### src/rtl/fp_pkg.sv
// Package: shared types for the frame packer.
// Assumes: nothing beyond IEEE 1800-2017.
package fp_pkg;

    typedef enum logic [1:0] {
        ST_HUNT = 2'd0,
        ST_LEN  = 2'd1,
        ST_PAY  = 2'd2,
        ST_WAIT = 2'd3
    } fp_state_e;

endpackage

### src/rtl/fp_delim_det.sv
// Module: marker detector. It keeps the last W-1 accepted bits and flags
// a match combinationally when the incoming bit completes PATTERN.
// Assumes: shift_en and clear are never needed in the same cycle; clear wins.
module fp_delim_det #(
    parameter int          W       = 8,
    parameter logic [W-1:0] PATTERN = 8'hA3
) (
    input  logic clk,
    input  logic rst_n,
    input  logic shift_en,
    input  logic clear,
    input  logic bit_in,
    output logic match
);

    logic [W-2:0] hist;
    logic [W-1:0] nxt;

    // Candidate history including the incoming bit.
    always_comb nxt = {hist, bit_in};

    // Match only on a bit actually taken.
    always_comb match = shift_en && (nxt == PATTERN);

    // History register: cleared on reset or request, shifted on accepted bits.
    always_ff @(posedge clk) begin
        if (!rst_n || clear) begin
            hist <= '0;
        end else if (shift_en) begin
            hist <= nxt[W-2:0];
        end
    end

endmodule

### src/rtl/fp_word_pack.sv
// Module: MSB-first word packer. It gathers bits and emits a word when W
// bits are held or when the flush bit is pushed, left-justified.
// Assumes: flush is meaningful only together with push.
module fp_word_pack #(
    parameter int W = 32
) (
    input  logic         clk,
    input  logic         rst_n,
    input  logic         push,
    input  logic         flush,
    input  logic         bit_in,
    output logic         word_valid,
    output logic [W-1:0] word_out
);

    localparam int CW = $clog2(W);

    logic [W-2:0]  acc;
    logic [CW-1:0] fill;
    logic [W-1:0]  nacc;
    logic [CW-1:0] shamt;

    // Word including the incoming bit, and the justification shift.
    always_comb begin
        nacc  = {acc, bit_in};
        shamt = CW'(W - 1) - fill;
    end

    // Emit on a full word or on the final bit.
    always_comb begin
        word_valid = push && (flush || (fill == CW'(W - 1)));
        word_out   = nacc << shamt;
    end

    // Accumulator and fill count, restarting after each emitted word.
    always_ff @(posedge clk) begin
        if (!rst_n) begin
            acc  <= '0;
            fill <= '0;
        end else if (push) begin
            if (word_valid) begin
                acc  <= '0;
                fill <= '0;
            end else begin
                acc  <= nacc[W-2:0];
                fill <= fill + 1'b1;
            end
        end
    end


    // partial_flush_chk: a flush with a part-filled word never sends a set bit below the filled part.
    partial_flush_chk: assert property (@(posedge clk) disable iff (!rst_n)
        (push && flush && fill == '0) |-> (word_out[W-2:0] == '0));

endmodule

### src/rtl/frame_packer.sv
// Module: frame packer top. It hunts for the start marker, reads and checks
// the length, stores it, packs the payload into words, then waits for the
// host to release the frame.
// Assumes: LEN_MIN > LEN_OFFSET, WORD_W >= LEN_W, and the buffer fits ADDR_W.
module frame_packer
    import fp_pkg::*;
#(
    parameter int          ADDR_W     = 16,
    parameter int          WORD_W     = 32,
    parameter int          LEN_W      = 16,
    parameter int          DELIM_W    = 8,
    parameter logic [7:0]  DELIM      = 8'hA3,
    parameter int          LEN_MIN    = 200,
    parameter int          LEN_MAX    = 32000,
    parameter int          LEN_OFFSET = 81,
    parameter int          BASE_ADDR  = 0
) (
    input  logic              clk,
    input  logic              rst_n,
    input  logic              bit_valid,
    input  logic              bit_in,
    input  logic              host_clr,
    output logic              wr_en,
    output logic [ADDR_W-1:0] wr_addr,
    output logic [WORD_W-1:0] wr_data,
    output logic              rdy_o,
    output logic              hunt_o,
    output logic              busy_o
);

    localparam int              LCW     = $clog2(LEN_W);
    localparam logic [LEN_W-1:0] L_MIN  = LEN_W'(LEN_MIN);
    localparam logic [LEN_W-1:0] L_MAX  = LEN_W'(LEN_MAX);
    localparam logic [LEN_W-1:0] L_OFF  = LEN_W'(LEN_OFFSET);
    localparam int              WBYTES  = WORD_W / 8;

    fp_state_e         state;
    logic [LEN_W-2:0]  len_sh;
    logic [LCW-1:0]    lcnt;
    logic [LEN_W-1:0]  rem;
    logic [ADDR_W-1:0] addr;

    logic [LEN_W-1:0]  new_len;
    logic [LEN_W-1:0]  pay_len;
    logic              len_last;
    logic              len_ok;
    logic              d_match;
    logic              d_clear;
    logic              pk_push;
    logic              pk_valid;
    logic [WORD_W-1:0] pk_word;

    // Length assembly and bound check.
    always_comb begin
        new_len  = {len_sh, bit_in};
        pay_len  = (new_len - L_OFF) >> 1;
        len_last = (state == ST_LEN) && bit_valid && (lcnt == LCW'(LEN_W - 1));
        len_ok   = (new_len >= L_MIN) && (new_len <= L_MAX);
    end

    // Detector clear on host release or on a rejected length.
    always_comb begin
        d_clear = ((state == ST_WAIT) && host_clr) || (len_last && !len_ok);
        pk_push = (state == ST_PAY) && bit_valid;
    end

    fp_delim_det #(.W(DELIM_W), .PATTERN(DELIM)) u_delim (
        .clk      (clk),
        .rst_n    (rst_n),
        .shift_en ((state == ST_HUNT) && bit_valid),
        .clear    (d_clear),
        .bit_in   (bit_in),
        .match    (d_match)
    );

    fp_word_pack #(.W(WORD_W)) u_pack (
        .clk        (clk),
        .rst_n      (rst_n),
        .push       (pk_push),
        .flush      (rem == LEN_W'(1)),
        .bit_in     (bit_in),
        .word_valid (pk_valid),
        .word_out   (pk_word)
    );

    // Status decode.
    always_comb begin
        hunt_o = (state == ST_HUNT);
        busy_o = (state == ST_PAY) || (state == ST_WAIT);
    end

    // Frame sequencer: hunt, length, payload, host wait.
    always_ff @(posedge clk) begin
        if (!rst_n) begin
            state   <= ST_HUNT;
            len_sh  <= '0;
            lcnt    <= '0;
            rem     <= '0;
            addr    <= '0;
            wr_en   <= 1'b0;
            wr_addr <= '0;
            wr_data <= '0;
            rdy_o   <= 1'b0;
        end else begin
            wr_en <= 1'b0;
            case (state)
                ST_HUNT: begin
                    if (d_match) begin
                        state <= ST_LEN;
                        lcnt  <= '0;
                    end
                end
                ST_LEN: begin
                    if (bit_valid) begin
                        len_sh <= new_len[LEN_W-2:0];
                        lcnt   <= lcnt + 1'b1;
                    end
                    if (len_last) begin
                        if (len_ok) begin
                            wr_en   <= 1'b1;
                            wr_addr <= ADDR_W'(BASE_ADDR);
                            wr_data <= WORD_W'(new_len);
                            rem     <= pay_len;
                            addr    <= ADDR_W'(BASE_ADDR + WBYTES);
                            if (pay_len == '0) begin
                                state <= ST_WAIT;
                                rdy_o <= 1'b1;
                            end else begin
                                state <= ST_PAY;
                            end
                        end else begin
                            state <= ST_HUNT;
                        end
                    end
                end
                ST_PAY: begin
                    if (bit_valid) begin
                        rem <= rem - 1'b1;
                        if (pk_valid) begin
                            wr_en   <= 1'b1;
                            wr_addr <= addr;
                            wr_data <= pk_word;
                            addr    <= addr + ADDR_W'(WBYTES);
                        end
                        if (rem == LEN_W'(1)) begin
                            state <= ST_WAIT;
                            rdy_o <= 1'b1;
                        end
                    end
                end
                default: begin
                    if (host_clr) begin
                        state <= ST_HUNT;
                        rdy_o <= 1'b0;
                    end
                end
            endcase
        end
    end


    // no_write_in_hunt_chk: no buffer write is ever seen while hunting.
    no_write_in_hunt_chk: assert property (@(posedge clk) disable iff (!rst_n)
        wr_en |-> !hunt_o);


    // ready_with_write_chk: the ready flag comes up together with a stored word.
    ready_with_write_chk: assert property (@(posedge clk) disable iff (!rst_n)
        $rose(rdy_o) |-> wr_en);


    // ready_hold_chk: without a host release the ready flag stays up.
    ready_hold_chk: assert property (@(posedge clk) disable iff (!rst_n)
        (rdy_o && !host_clr) |=> rdy_o);


    // hunt_exit_chk: the hunt only ends on an accepted bit.
    hunt_exit_chk: assert property (@(posedge clk) disable iff (!rst_n)
        $fell(hunt_o) |-> $past(bit_valid));


    // word_align_chk: every write address is word aligned.
    word_align_chk: assert property (@(posedge clk) disable iff (!rst_n)
        wr_en |-> (wr_addr[1:0] == 2'b00));

endmodule

### config.mk
export PLATFORM = sky130hd
export DESIGN_NAME = frame_packer
export DESIGN_NICKNAME = d
export VERILOG_FILES = /design/src/rtl/fp_pkg.sv /design/src/rtl/fp_delim_det.sv /design/src/rtl/fp_word_pack.sv /design/src/rtl/frame_packer.sv
export SDC_FILE = /design/constraint.sdc
export NUM_CORES = 1
export LEC_CHECK = 0
export ABC_AREA = 1
export BUFFER_PORTS_ARGS = -buffer_cell sky130_fd_sc_hd__buf_2
export CORE_MARGIN = 2
export CORE_UTILIZATION = 23
export DETAILED_ROUTE_END_ITERATION = 12
export GPL_ROUTABILITY_DRIVEN = 0
export PLACE_DENSITY = 0.42
export REMOVE_ABC_BUFFERS = 1
export SYNTH_ARGS = -nofsm -noshare
export SYNTH_HDL_FRONTEND = slang
export SYNTH_SLANG_ARGS = --single-unit
### constraint.sdc
create_clock -name clk -period 2.5 [get_ports clk]
set_clock_uncertainty 0.05 [all_clocks]
set_input_delay 0.25 -clock clk [delete_from_list [all_inputs] [get_ports clk]]
set_output_delay 0.25 -clock clk [all_outputs]
set_load 0.02 [all_outputs]
==> summary.md, run 1 <==
| Metric | Value |
|---|---|
| Pre-CTS WS | 0.2064 ns |
| Clk pin slew, worst setup/hold paths | 0.07 ns |
| Antenna-violating nets left | 0 |
| PD cells | 500.3 nW/um^2 |
| Via count | 8580 |
| FF+latch count, synth | 142 |
| Ys async rst share | 0 |
| Worst EP arrival | 2.67 ns |
| LEAKAGE | 0.003992 uW |
| Largest fanout on the critical path | 12 |
| Min cycle time layout | 2.337 ns |
| Rel. slew slack | 0.6027 |
| Cts hold-fix bufs | 0 |
| Drt first pass iters | 4 |
| Syn-to-layout area delta | 15.78% |
| Warnings, synthesis | 0 |
| Remaining design rule violation count | 0 |
| Setup crit end kind | register |
| Kind of critical path | reg2reg |
| Final Slew Violations | 0 |
| First-pass GRT wire length | 44.26 mm |
| Horiz. Die Dim | 195.5 um |
| Hold Crit Depth | 3 |
| CTS Buffer Depth | 2 |
| Initial Util | 0.2321 |
| Reg2Reg Depth | 10 |
| Syn avg cell area | 6.199 um^2 |
| Post-layout util | 0.2687 |
| Ys flop type | dfxtp_1 |
| WP data required | 2.83 ns |
| Vias in the first global route | 7965 |
| Hold crit path type | in2reg |
| Sequential-to-total area share from yosys stat | 0.3369 |
| Post-route clock period utilization | 0.9346 |
| Sink Count | 142 |
| Final hold vios | 0 |
| Mapped cell area | 8437 um^2 |
| RSZ-0062 raised after global routing | false |
| Antenna Cells | 0 |
| Run status | complete, no violations |
| Share of cells above drive strength 1 | 0.1051 |
| Largest net degree at the start of global routing | 55 |
| Rows | 70 |
| Vias per Instance | 4.596 |
| Core box area | 36350 um^2 |
| Worst slew pin tran | 0.5938 ns |
| Max-Cap Viols | 0 |
| Setup TNS | 0 ns |
| Crit path launch type | register |
| Maximum clock rate | 428.0 MHz |
| # setup viols final | 0 |
| Die area | 38230 um^2 |
| Port Buffers | 54 |
| H-tree lvl count | 4 |
| Ports | 57 |
| CTS tree | yes |
| Clock tree root buffer cell | clkbuf_16 |
| NumNets Final | 1402 |
| Final worst slack | 0.1635 ns |
| Setup Fix Bufs, Post-CTS | 0 |
| Total Wirelength | 27.34 mm |
| First DRT Iteration DRCs | 607 |
| Initial antenna violation count | 1 |
| All-Layer GR Usage | 0.1450 |
| EDFF count, synth | 0 |
| Die height | 195.5 um |
| CTS buffer count | 17 |
| VDD IR-drop max | 0.3518 mV |
| GRT Residual Overflow | 0 |
| Synth Instances | 1361 |
| HPWL after DPL | 19.68 mm |
| DR WL/cell | 14.64 um |
| Distinct cells, synth | 43 |
| Worst skew pair latency | 0.44 ns |
==> routing by layer <==
layer  wire length (um)  GRT usage  part of all wire  vias to the layer above
li1                   -          -                 -                     4472
met1              13660     0.2029              0.50                     3938
met2              12140     0.2246              0.44                      142
met3               1160    0.03040             0.042                       26
met4                370    0.04015             0.014                        2
met5                  7          0           0.00026                        -
==> what timing repair did <==
action	4_1_cts	5_1_grt
hold endpoints to repair	0	0
endpoints found under the setup margin	0	7
resized for setup	0	1
==> cells by family after synthesis <==
logic type | count (synthesis) | share of synthesized area
buf+inv | 181 | 0.09061
fa+ha+maj | 11 | 0.01631
xor+xnor | 23 | 0.02388
compound gates | 261 | 0.1655
flops | 142 | 0.3369
simple gates | 738 | 0.3616
mux | 4 | 0.004746
other cells | 1 | 0.0004445
==> report_power, final <==
part           internal, uW  switching, uW
Sequential             2260           1.39
Combinational          25.9           82.8
Clock                  1330           1180
==> cell type report <==
class	count	area [um^2]
clock buffers	18	439.2
inverters	99	371.6
flip-flops and latches	142	2844
multi-input cells	1039	4836
well taps	468	585.6
repair buffers	87	568.0
fillers	4067	26580
clock inverters	14	123.9
==> final timing paths <==
| kind | startpoint | to | slack (ns) |
|---|---|---|---|
| worst min-delay path | bit_in | u_pack.acc[0] | 0.11 |
| worst max register to register | u_pack.fill[1] | wr_data[15] | 0.16 |
| worst min register to register | u_pack.acc[30] | u_pack.acc[30] | 0.42 |
| worst max-delay path | u_pack.fill[1] | wr_data[15] | 0.16 |
==> critical path: stages (launching register included) <==
cell and delay [ns]:
dfxtp_1 0.33, inv_1 0.27, buf_4 0.24, mux2i_1 0.38, nand2_1 0.10, o21ai_0 0.17
or2_2 0.17, o21ai_0 0.13, o21ai_0 0.27, nor2_1 0.08, nor2_1 0.08
==> state kept, by name, summed over array words and instances, names as in the netlist, 2 cells and up <==
signal	flops
wr_data	32
u_pack.acc	31
rem	16
len_sh	15
addr	14
wr_addr	14
u_delim.hist	7
u_pack.fill	5
lcnt	4
state	2
==> Yosys cell counts (2+ instances only) <==
library cell / n / area [um^2]
ha_1: 11 / 137.6
nand2_1: 407 / 1528
o22ai_1: 10 / 62.56
buf_1: 10 / 37.54
nor2_2: 3 / 18.77
inv_1: 94 / 352.8
a21oi_1: 103 / 515.5
nor2_1: 163 / 611.8
a211oi_1: 5 / 37.54
mux2i_1: 4 / 40.04
dfxtp_1: 142 / 2843
buf_6: 6 / 67.56
xor2_1: 20 / 175.2
o211ai_1: 7 / 52.55
nor3b_1: 2 / 15.01
o221ai_1: 3 / 26.28
nor4_1: 2 / 12.51
nand2_4: 2 / 22.52
nand3_1: 118 / 590.6
buf_2: 19 / 95.09
nor3_1: 17 / 85.08
or2_2: 9 / 56.30
clkbuf_1: 42 / 157.7
nand4_1: 10 / 62.56
inv_2: 5 / 18.77
xnor2_1: 3 / 26.28
o21ai_0: 125 / 625.6
buf_4: 4 / 30.03
==> through the flow <==
step	total power [uW]	instances	hold slack (ns)	area, um^2
2_1_floorplan	2370	1280	0.3204	8048
3_3_place_gp	2427	1835	0.4036	9204
3_5_place_dp	2427	1835	0.4096	9204
4_1_cts	4970	1867	0.09822	9767
5_1_grt	5059	1867	0.1273	9768
6_report	4887	1867	0.1137	9768
==> placed cells by master, fill, tap and decap left out, types with 10 or more instances in the layout <==
master and count:
xor2_1 20, dfxtp_1 141, buf_2 54, a21oi_1 103, nand3_1 118, nand4_1 10, ha_1 10, nor2_1 163
buf_4 29, nor3_1 17, o21ai_0 125, inv_1 94, clkbuf_16 17, o22ai_1 10, nand2_1 407
Power figures use the tool's default switching activity.
==> run 2, diff against run 1 <==
--- a/config.mk
+++ b/config.mk
@@ -11,7 +11,7 @@
 export CORE_UTILIZATION = 23
 export DETAILED_ROUTE_END_ITERATION = 12
 export GPL_ROUTABILITY_DRIVEN = 0
-export PLACE_DENSITY = 0.42
+export PLACE_DENSITY = 0.39
 export REMOVE_ABC_BUFFERS = 1
 export SYNTH_ARGS = -nofsm -noshare
 export SYNTH_HDL_FRONTEND = slang
==> run 2 against run 1 <==
Effect of this change: setup slack better by 0.11 ns; sequential cell count unchanged; register-to-register slack better by 0.18 ns; core utilization up 0.12 points; total power up 1.5%; final area up 0.46%; sequential power about the same; count of clock-buffer cells in the layout up 2; combinational power about the same; die area unchanged; hold slack better by 0.097 ns.
==> summary.md, run 2 (same netlist as run 1, synthesis figures left out) <==
| Metric | Value |
|---|---|
| GRT Residual Overflow | 0 |
| Met3 WL post-DR | 891 um |
| CTS Buffer Depth | 2 |
| Clock tree root buffer cell | clkbuf_16 |
| Maximum clock rate | 449.2 MHz |
| First DRT Iteration DRCs | 474 |
| Final hold vios | 0 |
| Ports | 57 |
| Int Pwr | 3796 uW |
| Top routing layer used | met5 |
| Sw Ratio | 0.2344 |
| Max-Cap Viols | 0 |
| R2r setup slk | 0.34 ns |
| CTS buffer count | 17 |
| Reg2reg start | len_sh[9] |
| Die height | 195.5 um |
| Worst slew pin tran | 0.6139 ns |
| CTS tree | yes |
| Final Slew Violations | 0 |
| Worst EP arrival | 1.93 ns |
| Largest net degree at the start of global routing | 69 |
| Setup crit end kind | output pin |
| Comb pwr share | 0.022 |
| Kind of critical path | reg2out |
| Drt first pass iters | 5 |
| # setup viols final | 0 |
| Worst skew pair latency | 0.44 ns |
| First-pass GRT wire length | 44.57 mm |
| VDD IR-drop max | 0.2853 mV |
| Die area | 38230 um^2 |
| Syn-to-layout area delta | 16.31% |
| Vias in the first global route | 8035 |
| Register share of total power | 0.457 |
| Critical R2R Capture | rem[8] |
| LEAKAGE | 0.004012 uW |
| Top reg by flops | wr_data |
| Pre-CTS WS | 0.3391 ns |
| DR WL/cell | 14.64 um |
| WP data required | 2.20 ns |
| PD cells | 505.3 nW/um^2 |
| Min cycle time layout | 2.226 ns |
| Via count | 8553 |
| Hold crit path type | in2reg |
| All-Layer GR Usage | 0.1454 |
| RSZ-0062 raised after global routing | false |
| Crit path launch type | register |
| Leading cell type in the layout, fill and taps excluded | nand2_1 |
| Horiz. Die Dim | 195.5 um |
| Rows | 70 |
| Post-route clock period utilization | 0.8905 |
| Largest fanout on the critical path | 17 |
| Crit. Startpoint | state[0] |
| Final worst slack | 0.2738 ns |
| Cts hold-fix bufs | 0 |
| Commonest non-fill, non-tap cells in the layout | nand2_1 (407), nor2_1 (163), dfxtp_1 (142) |
| Port Buffers | 54 |
| Initial Util | 0.2321 |
| Initial antenna violation count | 1 |
| Remaining design rule violation count | 0 |
| Setup Fix Bufs, Post-CTS | 0 |
| Cts repair resizes | 0 |
| Detailed-routed wire length on met2 | 12.31 mm |
| NumNets Final | 1405 |
| Clk pin slew, worst setup/hold paths | 0.07 ns |
| Crit-path most repeated cell | inv_1 |
| Core box area | 36350 um^2 |
| Worst hold slack | 0.2110 ns |
| Sink Count | 142 |
| Run status | complete, no violations |
| Rel. slew slack | 0.5903 |
| Net Switching | 1162 uW |
| Slowest-stage cell, CP | dfxtp_1 |
| Min-delay src | bit_in |
| Clock network fraction of design power | 0.522 |
| Antenna-violating nets left | 0 |
| Worst setup endpoint | busy_o |
| Total Wirelength | 27.39 mm |
| CP max stage delay | 0.44 ns |
| Number of flip-flops in the largest register | 32 |
| Share of cells above drive strength 1 | 0.1049 |
| Largest registers | wr_data: 32 flops, u_pack.acc: 31 flops, rem: 16 flops |
| HPWL after DPL | 19.74 mm |
| Reg2Reg Depth | 11 |
| Routed metal-1 wire length | 13.88 mm |
| CP cell instances | inv_1, ha_2, inv_1, buf_4, nand2_1, buf_2 |
| H-tree lvl count | 4 |
| Vias per Instance | 4.571 |
[run 2: cell count changes in the layout (fill, tap and decap cells not counted)]
cell       before  now
buf_4          29   32
bufinv_16       0    2
clkbuf_1        0    2
clkinv_2        1    2
clkinv_4        3    4
dfxtp_1       141  142
dfxtp_2         1    0
diode_2         0    1
inv_6           5    2
inv_8           3    0
[run 2: worst min-delay path by stage]
stage	endpoint	depth (start not counted)	slack (ns)
after global routing	u_pack.acc[0]	4	0.22
after floorplan	wr_addr[15]	2	0.32
final	u_delim.hist[0]	4	0.21
after global placement	u_delim.hist[6]	2	0.40
after CTS	u_delim.hist[0]	4	0.18
after detailed placement	u_delim.hist[6]	2	0.41
[run 2: power by group through the flow]
| stage | clock network [uW] | registers (uW) | logic, uW |
|---|---|---|---|
| after floorplan | 0 | 2320 | 55.0 |
| after CTS | 2690 | 2260 | 110 |
| after detailed placement | 0 | 2320 | 110 |
| final | 2590 | 2260 | 107 |
| after global routing | 2760 | 2260 | 121 |
| after global placement | 0 | 2320 | 110 |
[run 2: per-layer routing]
layer  track usage  up-vias
li1              -     4482
met1        0.2024     3909
met2        0.2315      138
met3       0.02677       22
met4       0.03591        2
met5             0        -
[run 2: metrics by stage]
step	TNS [ns]	cell area, um^2	power [uW]	utilization	std cells
final	0	9813	4959	0.2700	1871
after global routing	0	9811	5149	0.2699	1870
after CTS	0	9811	5060	0.2699	1870
after detailed placement	0	9226	2426	0.2538	1838
after global placement	0	9226	2426	0.2538	1838
after floorplan	-169.56	8048	2370	-	1280
[run 2: layout make-up]
type	count	area (um^2)
clock buffer	20	446.7
sequential	142	2843
multi-input combinational	1039	4836
clock inverter	12	137.6
fill	4134	26530
tap	468	585.6
inverter	99	371.6
timing repair buffer	90	590.6
antenna	1	2.502
[run 2: critical path: cells and delay by family, from the launching register on]
family                   cells  cell delay, ns
AND/OR/NAND/NOR              1            0.11
adder cells (fa/ha/maj)      1            0.25
flip-flops                   1            0.44
buffers and inverters        4            0.69
